**config.mk**
```make
export PLATFORM = sky130hd
export DESIGN_NAME = psram_ctrl
export DESIGN_NICKNAME = d
export VERILOG_FILES = /design/src/rtl/psram_pkg.sv /design/src/rtl/psram_phase_timer.sv /design/src/rtl/psram_sel_limiter.sv /design/src/rtl/psram_ctrl.sv
export SDC_FILE = /design/constraint.sdc
export NUM_CORES = 1
export LEC_CHECK = 0
export ABC_AREA = 1
export BUFFER_PORTS_ARGS = -buffer_cell sky130_fd_sc_hd__buf_4
export CAP_MARGIN = 0
export CORE_ASPECT_RATIO = 1.5
export CORE_MARGIN = 2
export CORE_UTILIZATION = 50
export CTS_BUF_LIST = sky130_fd_sc_hd__clkbuf_4
export DETAILED_ROUTE_END_ITERATION = 7
export HOLD_SLACK_MARGIN = 0.02
export PLACE_DENSITY = 0.77
export SLEW_MARGIN = 40
export SYNTH_ARGS = -nofsm -noshare
export SYNTH_HDL_FRONTEND = slang
export SYNTH_SLANG_ARGS = --single-unit
```
**constraint.sdc**
```tcl
create_clock -name clk -period 2.12 [get_ports clk]
set_input_delay 0.424 -clock clk [delete_from_list [all_inputs] [get_ports clk]]
set_output_delay 0.424 -clock clk [all_outputs]
set_load 0.005 [all_outputs]
```
**src/rtl/psram_pkg.sv**
```systemverilog
package psram_pkg;

    localparam int unsigned PS_AW   = 20;
    localparam int unsigned PS_DW   = 16;
    localparam int unsigned PS_BEW  = 2;
    localparam int unsigned PS_LANE = PS_DW / PS_BEW;

    typedef enum logic [2:0] {
        ST_PWRUP,
        ST_IDLE,
        ST_REST,
        ST_READ,
        ST_WTURN,
        ST_WPULSE,
        ST_WREC
    } ps_state_e;

    typedef struct packed {
        logic                 we;
        logic [PS_AW-1:0]     addr;
        logic [PS_DW-1:0]     wdata;
        logic [PS_BEW-1:0]    be;
    } ps_req_t;

    function automatic int unsigned ns2cyc(int unsigned ns, int unsigned clk_ns);
        int unsigned c;
        c = (ns + clk_ns - 1) / clk_ns;
        return (c == 0) ? 1 : c;
    endfunction

    function automatic int unsigned umax(int unsigned a, int unsigned b);
        return (a > b) ? a : b;
    endfunction

    function automatic logic [PS_DW-1:0] lane_mask(logic [PS_BEW-1:0] be);
        logic [PS_DW-1:0] m;
        for (int i = 0; i < PS_DW; i++) m[i] = be[i / PS_LANE];
        return m;
    endfunction

endpackage

```
**src/rtl/psram_phase_timer.sv**
```systemverilog
module psram_phase_timer #(
    parameter int unsigned W       = 16,
    parameter int unsigned RST_VAL = 1
) (
    input  logic         clk,
    input  logic         rst,
    input  logic         load,
    input  logic [W-1:0] load_val,
    output logic         zero
);
    logic [W-1:0] cnt;

    always_ff @(posedge clk) begin
        if (rst)              cnt <= W'(RST_VAL);
        else if (load)        cnt <= load_val;
        else if (cnt != '0)   cnt <= cnt - 1'b1;
    end

    assign zero = (cnt == '0);
endmodule

```
**src/rtl/psram_sel_limiter.sv**
```systemverilog
module psram_sel_limiter #(
    parameter int unsigned RUN_MAX = 2500,
    parameter int unsigned ACC_MAX = 23
) (
    input  logic clk,
    input  logic rst,
    input  logic cs_n,
    output logic near
);
    localparam int unsigned CW     = $clog2(RUN_MAX + 1);
    localparam int unsigned THRESH = RUN_MAX - ACC_MAX - 2;

    logic [CW-1:0] run_cnt;

    always_ff @(posedge clk) begin
        if (rst || cs_n) run_cnt <= '0;
        else             run_cnt <= run_cnt + 1'b1;
    end

    assign near = (run_cnt >= CW'(THRESH));

    assert_sel_cap_R8: assert property (@(posedge clk) disable iff (rst)
        !cs_n |-> (run_cnt < CW'(RUN_MAX)));
endmodule

```
**src/rtl/psram_ctrl.sv**
```systemverilog
module psram_ctrl
    import psram_pkg::*;
#(
    parameter int unsigned CLK_NS    = 4,
    parameter int unsigned PU_NS     = 200000,
    parameter int unsigned T_RC_NS   = 70,
    parameter int unsigned T_AA_NS   = 70,
    parameter int unsigned T_OE_NS   = 25,
    parameter int unsigned T_WP_NS   = 50,
    parameter int unsigned T_DW_NS   = 20,
    parameter int unsigned T_WC_NS   = 70,
    parameter int unsigned T_HZ_NS   = 20,
    parameter int unsigned T_RUN_NS  = 10000
) (
    input  logic              clk,
    input  logic              rst,
    input  logic              req,
    input  logic              req_we,
    input  logic [PS_AW-1:0]  req_addr,
    input  logic [PS_DW-1:0]  req_wdata,
    input  logic [PS_BEW-1:0] req_be,
    output logic              ready,
    output logic [PS_DW-1:0]  rdata,
    output logic              rdata_valid,
    output logic              mem_cs_n,
    output logic              mem_oe_n,
    output logic              mem_we_n,
    output logic              mem_ub_n,
    output logic              mem_lb_n,
    output logic [PS_AW-1:0]  mem_addr,
    output logic              mem_dq_oe,
    output logic [PS_DW-1:0]  mem_dq_out,
    input  logic [PS_DW-1:0]  mem_dq_in
);
    localparam int unsigned PU_CYC  = ns2cyc(PU_NS, CLK_NS);
    localparam int unsigned RD_CYC  = umax(ns2cyc(T_RC_NS, CLK_NS),
                                      umax(ns2cyc(T_AA_NS, CLK_NS), ns2cyc(T_OE_NS, CLK_NS)));
    localparam int unsigned WP_CYC  = umax(ns2cyc(T_WP_NS, CLK_NS), ns2cyc(T_DW_NS, CLK_NS));
    localparam int unsigned WC_CYC  = ns2cyc(T_WC_NS, CLK_NS);
    localparam int unsigned REC_CYC = (WC_CYC > WP_CYC) ? (WC_CYC - WP_CYC) : 1;
    localparam int unsigned TA_CYC  = ns2cyc(T_HZ_NS, CLK_NS);
    localparam int unsigned RUN_MAX = T_RUN_NS / CLK_NS;
    localparam int unsigned ACC_MAX = umax(RD_CYC, TA_CYC + WP_CYC + REC_CYC);
    localparam int unsigned TW      = $clog2(umax(PU_CYC, ACC_MAX) + 1);

    ps_state_e         state;
    ps_req_t           cur;
    logic              last_rd;
    logic              keep_sel;
    logic              tmr_load;
    logic [TW-1:0]     tmr_val;
    logic              tmr_zero;
    logic              near;
    logic              in_access;
    logic              accept;
    logic [PS_BEW-1:0] strobe_n;

    psram_phase_timer #(.W(TW), .RST_VAL(PU_CYC - 1)) u_timer (
        .clk      (clk),
        .rst      (rst),
        .load     (tmr_load),
        .load_val (tmr_val),
        .zero     (tmr_zero)
    );

    psram_sel_limiter #(.RUN_MAX(RUN_MAX), .ACC_MAX(ACC_MAX)) u_limit (
        .clk  (clk),
        .rst  (rst),
        .cs_n (mem_cs_n),
        .near (near)
    );

    assign in_access = (state == ST_READ) || (state == ST_WTURN) ||
                       (state == ST_WPULSE) || (state == ST_WREC);
    assign ready  = (state == ST_IDLE) && !near;
    assign accept = ready && req;

    // phase timer loading on every transition into a timed phase
    always_comb begin
        tmr_load = 1'b0;
        tmr_val  = '0;
        case (state)
            ST_IDLE: if (accept) begin
                tmr_load = 1'b1;
                if (!req_we)      tmr_val = TW'(RD_CYC - 1);
                else if (last_rd) tmr_val = TW'(TA_CYC - 1);
                else              tmr_val = TW'(WP_CYC - 1);
            end
            ST_WTURN:  if (tmr_zero) begin tmr_load = 1'b1; tmr_val = TW'(WP_CYC - 1);  end
            ST_WPULSE: if (tmr_zero) begin tmr_load = 1'b1; tmr_val = TW'(REC_CYC - 1); end
            default: ;
        endcase
    end

    always_ff @(posedge clk) begin
        if (rst) begin
            state       <= ST_PWRUP;
            cur         <= '0;
            last_rd     <= 1'b0;
            keep_sel    <= 1'b0;
            rdata       <= '0;
            rdata_valid <= 1'b0;
        end else begin
            rdata_valid <= 1'b0;
            case (state)
                ST_PWRUP: if (tmr_zero) state <= ST_IDLE;
                ST_IDLE: begin
                    keep_sel <= 1'b0;
                    if (near) begin
                        state <= ST_REST;
                    end else if (req) begin
                        cur   <= '{we: req_we, addr: req_addr, wdata: req_wdata, be: req_be};
                        state <= !req_we ? ST_READ : (last_rd ? ST_WTURN : ST_WPULSE);
                    end
                end
                ST_REST: state <= ST_IDLE;
                ST_READ: if (tmr_zero) begin
                    rdata       <= mem_dq_in & lane_mask(cur.be);
                    rdata_valid <= 1'b1;
                    last_rd     <= 1'b1;
                    keep_sel    <= 1'b1;
                    state       <= ST_IDLE;
                end
                ST_WTURN:  if (tmr_zero) state <= ST_WPULSE;
                ST_WPULSE: if (tmr_zero) begin
                    last_rd <= 1'b0;
                    state   <= ST_WREC;
                end
                ST_WREC: if (tmr_zero) begin
                    keep_sel <= 1'b1;
                    state    <= ST_IDLE;
                end
                default: state <= ST_IDLE;
            endcase
        end
    end

    generate
        for (genvar g = 0; g < PS_BEW; g++) begin : g_strobe
            assign strobe_n[g] = !(in_access && cur.be[g]);
        end
    endgenerate

    assign mem_cs_n   = !(in_access || ((state == ST_IDLE) && keep_sel));
    assign mem_oe_n   = (state != ST_READ);
    assign mem_we_n   = (state != ST_WPULSE);
    assign mem_ub_n   = strobe_n[1];
    assign mem_lb_n   = strobe_n[0];
    assign mem_addr   = cur.addr;
    assign mem_dq_oe  = (state == ST_WPULSE);
    assign mem_dq_out = cur.wdata;

    assert_we_in_sel_R4: assert property (@(posedge clk) disable iff (rst)
        !mem_we_n |-> (!mem_cs_n && mem_oe_n && mem_dq_oe));

    assert_wdata_hold_R4: assert property (@(posedge clk) disable iff (rst)
        (!mem_we_n && $past(!mem_we_n)) |-> $stable(mem_dq_out));

    assert_no_drive_on_read_R6: assert property (@(posedge clk) disable iff (rst)
        mem_dq_oe |-> mem_oe_n);

    assert_addr_hold_R2: assert property (@(posedge clk) disable iff (rst)
        (!mem_oe_n && $past(!mem_oe_n)) |-> $stable(mem_addr));

    assert_rvalid_pulse_R2: assert property (@(posedge clk) disable iff (rst)
        rdata_valid |=> !rdata_valid);

    assert_accept_drops_ready_R9: assert property (@(posedge clk) disable iff (rst)
        (req && ready) |=> !ready);
endmodule

```
==> results.toml, run 1 <==
[synthesis]
synthCells = 555
synthXorXnorAreaFrac = 0.04366
synth-compound-area-share = 0.08168
synth_fa_ha_area_frac = 0.005940
yosysSeqAreaShare = 0.4182
synthArstFlopShare = 0
synthMuxAreaShare = 0
ys_warn_count = 0
synth_edf_count = 0
syn_area_per_cell_um2 = 7.591
syn_area_mm2 = 0.004213
post_synth_and_or_nand_nor_area_fraction = 0.3190
synthFlopType = "dfxtp_1"
yosys.cell_types.count = 37
ys_ff_latch = 88
synth_nets = 615
synth_top_family_by_area = "simple AND/OR/NAND/NOR gates"

[layout]
layout.nets = 691
final_cell_mix = "126 x buf_4, 117 x nand2_1, 85 x dfxtp_1"
drive_gt1_frac = 0.2877
layout_commonest_cell = "buf_4"
fin_area_mm2 = 0.005031
diodes = 0
areaGrowthSynthToFinish_pct = 19.42
final_core_util = 0.6054
instances_no_fill = 743

[timing]
fin_worst_skew_ns = 0.01552
final-setup-viol-count = 0
grt_setup_unrepaired = "false"
period_needed_ns = 2.016
setup_slack_ns = 0.1039
hold-worst-slack_ns = 0.2244
worst_pin_slew_ns = 0.4911
finalSetupTns_ns = 0
finalHoldViolCount = 0
relSlewSlack = 0.6725
finalCritPeriodShare = 0.9510
fmax_mhz = 496.0
slew_violations = 0

[detailed_routing]
finalWirelength_um = 9726
ant_nets = 0
first_pass_iters = 4
drc_errors = 0
avgViaCountPerCell = 5.108
wl_per_cell_um = 13.09
via_count = 3795
drtIter0Drc = 162

[clock_network]
clk_pin_slew_ns = 0.13
cts_tree = "yes"
cts_root_buf = "clkbuf_4"
clock-sinks = 88
worst_skew_pair.late_latency_ns = 0.44
ctsHtreeMaxLevel = 3
cts_buffers = 9
cts_max_path_buffers = 2

[floorplan]
coreArea_mm2 = 0.008310
start_util = 0.5069
ios = 118
die_width_um = 78.95
fp.dieH_um = 116.4
die_area_mm2 = 0.009191
row_count = 41

[grt]
grtUsageTotal = 0.2154
grt_pass1_wl_um = 15890
antenna_found_initial = 0
top_usage_layer = "met2"
grt-ovfl-total = 0
grt_max_degree = 45
grt_util_met1 = 0.2487
grt_pass1_vias = 3594
met2_usage = 0.3772
grt_util_met3 = 0.04250

[power_and_ir_drop]
power.density_mw_per_mm2 = 817.2
total_power_mw = 4.111
ir_drop_uv = 439.5
p_leak_nw = 2.162

[worst_setup_path]
required_ns = 1.70
cpMostUsedCell = "nand2_1"
slowest_stage = "dfxtp_2"
path_cells = "ha_1, nand2_1, nand2_1, nand3_2, inv_2, nor3_4, buf_4"
worstPathMaxFanout = 3
cp-end-kind = "output port"
criticalPathCategory = "flip-flop to output port"
crit_buf_inv = 2
critPathTopFamily = "simple AND/OR/NAND/NOR gates"
cp_data_arrival_time_ns = 1.59
cpPeakStageDelay_ns = 0.36
cp-start-kind = "flip-flop"

[run_status]
outcome = "complete, no violations"

[min_path]
hp-class = "input pin to flip-flop"

[run]
drv_cap = 0

[place]
hpwl_um = 7182
placedCellCount = 725
portBuffers = 117
placed_area_mm2 = 0.004882
pre_cts_slack_ns = 0.3762
gp_congestion = 0.9626
==> repair_timing <==
item / CTS / global route
hold buffers: 0 / 0
setup endpoints to repair: 4 / 4
pin swaps: 2 / 1
setup buffers: 2 / 0
gates resized for setup: 4 / 4
==> path summary, 6_finish.rpt <==
path / to / startpoint / cells past startpoint / slack [ns]
worst max-delay path: ready / u_limit.run_cnt[0] / 7 / 0.10
worst min-delay path: rdata[8] / mem_dq_in[8] / 3 / 0.22
worst max register to register: u_timer.cnt[4] / u_timer.cnt[0] / 12 / 0.37
worst min register to register: u_limit.run_cnt[0] / u_limit.run_cnt[0] / 1 / 0.43
==> area by class of cell <==
class / count / area, um2
Fill cell: 771 / 3279
Clock buffer: 9 / 67.56
Timing Repair Buffer: 127 / 965.9
Sequential cell: 88 / 1765
Multi-Input combinational cell: 369 / 1912
Clock inverter: 7 / 47.55
Inverter: 36 / 138.9
Tap cell: 107 / 133.9
==> routing by layer <==
metal | wire length, um | up-vias | share of wire
met4 | 267 | 0 | 0.027
met5 | 0 | - | 0
li1 | - | 1924 | -
met1 | 4016 | 1715 | 0.41
met2 | 4753 | 135 | 0.49
met3 | 688 | 21 | 0.071
==> power by group <==
| part | internal, mW | switching, mW |
|---|---|---|
| clock network | 0.241 | 0.577 |
| logic | 0.559 | 0.772 |
| registers | 1.82 | 0.145 |
| total | 2.62 | 1.49 |
==> synth_stat cells, types with 4 or more instances <==
| cell type | instances | area share |
|---|---|---|
| nand2_1 | 118 | 0.11 |
| dfxtp_1 | 88 | 0.42 |
| nand3_1 | 70 | 0.083 |
| nor2_1 | 49 | 0.044 |
| a21oi_1 | 41 | 0.049 |
| buf_4 | 37 | 0.066 |
| inv_1 | 30 | 0.027 |
| o21ai_0 | 17 | 0.020 |
| xor2_1 | 14 | 0.029 |
| clkbuf_1 | 11 | 0.0098 |
| nand2_2 | 7 | 0.010 |
| xnor2_1 | 7 | 0.015 |
| buf_2 | 5 | 0.0059 |
| buf_6 | 5 | 0.013 |
| nand4_1 | 5 | 0.0074 |
| buf_1 | 4 | 0.0036 |
| inv_2 | 4 | 0.0036 |
| nand2_4 | 4 | 0.011 |
| nor2_2 | 4 | 0.0059 |
| nor3_1 | 4 | 0.0048 |
| nor4_1 | 4 | 0.0059 |
==> registers in the layout (all words and copies together) (netlist names) <==
name,count
mem_addr,20
mem_dq_out,16
rdata,16
u_timer.cnt,16
u_limit.run_cnt,12
state,3
cur,2
keep_sel,1
last_rd,1
rdata_valid,1
==> worst reg2reg max path, stage by stage, from the launching register on <==
cell and delay (ns):
dfxtp_1 0.36, inv_1 0.10, ha_1 0.22, nand2_2 0.12, nor2_2 0.13, nand2_2 0.10
nor2_8 0.17, nand2_4 0.09, nand2_4 0.15, inv_4 0.07, nand2_4 0.07, nand2_1 0.05
nor2_1 0.07
==> logic make-up (layout without fill, tap and decap cells) <==
family                   Yosys count  count (layout)
AND/OR/NAND/NOR                  280             280
buffers and inverters             98             179
flip-flops                        88              88
AO/OA/AOI/OAI                     66              66
XOR/XNOR                          21              21
adder cells (fa/ha/maj)            2               2
(Power assumes the default switching activity.)
==> inputs of run 2 (changes only) <==
--- a/config.mk
+++ b/config.mk
@@ -9,10 +9,11 @@
 export BUFFER_PORTS_ARGS = -buffer_cell sky130_fd_sc_hd__buf_4
 export CAP_MARGIN = 0
 export CORE_ASPECT_RATIO = 1.5
-export CORE_MARGIN = 2
+export CORE_MARGIN = 4
 export CORE_UTILIZATION = 50
 export CTS_BUF_LIST = sky130_fd_sc_hd__clkbuf_4
 export DETAILED_ROUTE_END_ITERATION = 7
+export GPL_ROUTABILITY_DRIVEN = 0
 export HOLD_SLACK_MARGIN = 0.02
 export PLACE_DENSITY = 0.77
 export SLEW_MARGIN = 40
==> run 2 against run 1 <==
Net effect: worst setup slack got worse by 0.0087 ns; non-clock buffer count is the same; sequential share of layout area is 0.12 points higher; maximum frequency decreased by 0.43%; largest cell class unchanged; sequential power hardly changed.
==> results.toml, run 2 (synthesis results as in run 1) <==
[run_status]
outcome = "complete, no violations"

[layout]
final_cell_mix = "126 x buf_4, 117 x nand2_1, 85 x dfxtp_1"
layout.nets = 691
largest_reg_flops = 20
areaGrowthSynthToFinish_pct = 19.19
drive_gt1_frac = 0.2862
diodes = 0
instances_no_fill = 741
layout_commonest_cell = "buf_4"

[detailed_routing]
ant_nets = 0
drtIter0Drc = 239
wl_per_cell_um = 13.40
avgViaCountPerCell = 5.092
via_count = 3773
first_pass_iters = 4
finalWirelength_um = 9932
drc_errors = 0

[worst_setup_path]
rrSetupSlack_ns = 0.32
cp-start-kind = "flip-flop"
cp_data_arrival_time_ns = 1.60
worstPathMaxFanout = 4
cp-end-kind = "output port"
criticalPathCategory = "flip-flop to output port"
required_ns = 1.70

[place]
portBuffers = 117
placedCellCount = 723
pre_cts_slack_ns = 0.2557
hpwl_um = 7408

[power_and_ir_drop]
p_leak_nw = 2.159
ir_drop_uv = 523.6
power.density_mw_per_mm2 = 817.6
total_power_mw = 4.105

[clock_network]
cts_buffers = 9
worst_skew_pair.late_latency_ns = 0.45
clk_pin_slew_ns = 0.14
ctsHtreeMaxLevel = 3
cts_tree = "yes"
clock-sinks = 88
cts_root_buf = "clkbuf_4"
cts_max_path_buffers = 2

[timing]
hold-worst-slack_ns = 0.2202
setup_slack_ns = 0.09524
worst_pin_slew_ns = 0.4906
finalHoldViolCount = 0
finalCritPeriodShare = 0.9551
period_needed_ns = 2.025
fmax_mhz = 493.9
slew_violations = 0
fin_worst_skew_ns = 0.01927
finalSetupTns_ns = 0
relSlewSlack = 0.6729
final-setup-viol-count = 0

[floorplan]
die_width_um = 82.95
ios = 118
start_util = 0.5196
coreArea_mm2 = 0.008108
die_area_mm2 = 0.009988
fp.dieH_um = 120.4
row_count = 40

[grt]
grt-ovfl-total = 0
grt_pass1_vias = 3710
grtUsageTotal = 0.2014
grt_pass1_wl_um = 16730
antenna_found_initial = 0
grt_max_degree = 45

[run]
drv_cap = 0

[min_path]
hp-class = "input pin to flip-flop"
## run 2: changes by cell type in the layout (fill, tap and decap cells not counted), sizes merged
cell | previous run | this run
clkinv | 6 | 5
inv | 36 | 37
## run 2: final timing paths
check / start / end / depth (start not counted)
min: mem_dq_in[6] / rdata[6] / 3
max: state[0] / mem_ub_n / 6
min reg2reg: u_limit.run_cnt[0] / u_limit.run_cnt[0] / 1
max reg2reg: u_limit.run_cnt[9] / mem_addr[0] / 10
## run 2: what timing repair did
item                       CTS  global route
hold buffers                 0             0
gates resized for setup      2             9
setup endpoints to repair    4             4
pin swaps                    2             1
buffers inserted             2             0
## run 2: cell type report
cell class	count	area, um2
clock buffer	9	67.56
clock inverter	7	46.29
timing repair buffer	127	957.2
inverter	36	138.9
fill	703	3087
multi-input combinational	369	1912
tap	105	131.4
sequential	88	1768
## run 2: per-stage QoR
stage          utilization  area, um2
2_1_floorplan            -       4213
3_3_place_gp        0.6003       4867
3_5_place_dp        0.6003       4867
4_1_cts             0.6165       4999
5_1_grt             0.6193       5021
6_report            0.6193       5021
## run 2: layer usage
layer | share of wire | routed length (um) | up-vias | global-route usage
met4 | 0.032 | 315 | 0 | 0.1043
met3 | 0.063 | 622 | 18 | 0.04840
met1 | 0.42 | 4146 | 1720 | 0.2320
met5 | 0 | 0 | - | 0
li1 | - | - | 1913 | -
met2 | 0.49 | 4848 | 122 | 0.3449
## run 2: worst max-delay path, cell delays in order (launching register included)
cell     delay (ns)
dfxtp_2        0.40
inv_1          0.11
nor3_4         0.22
nor2_2         0.09
nand2_2        0.12
nand2_1        0.07
buf_4          0.15
## run 2: where the power goes
part / total [mW] / switching, mW / leakage (nW) / internal (mW)
clock: 0.822 / 0.580 / 0.0618 / 0.241
sequential: 1.97 / 0.145 / 0.714 / 1.82
combinational: 1.32 / 0.771 / 1.38 / 0.546
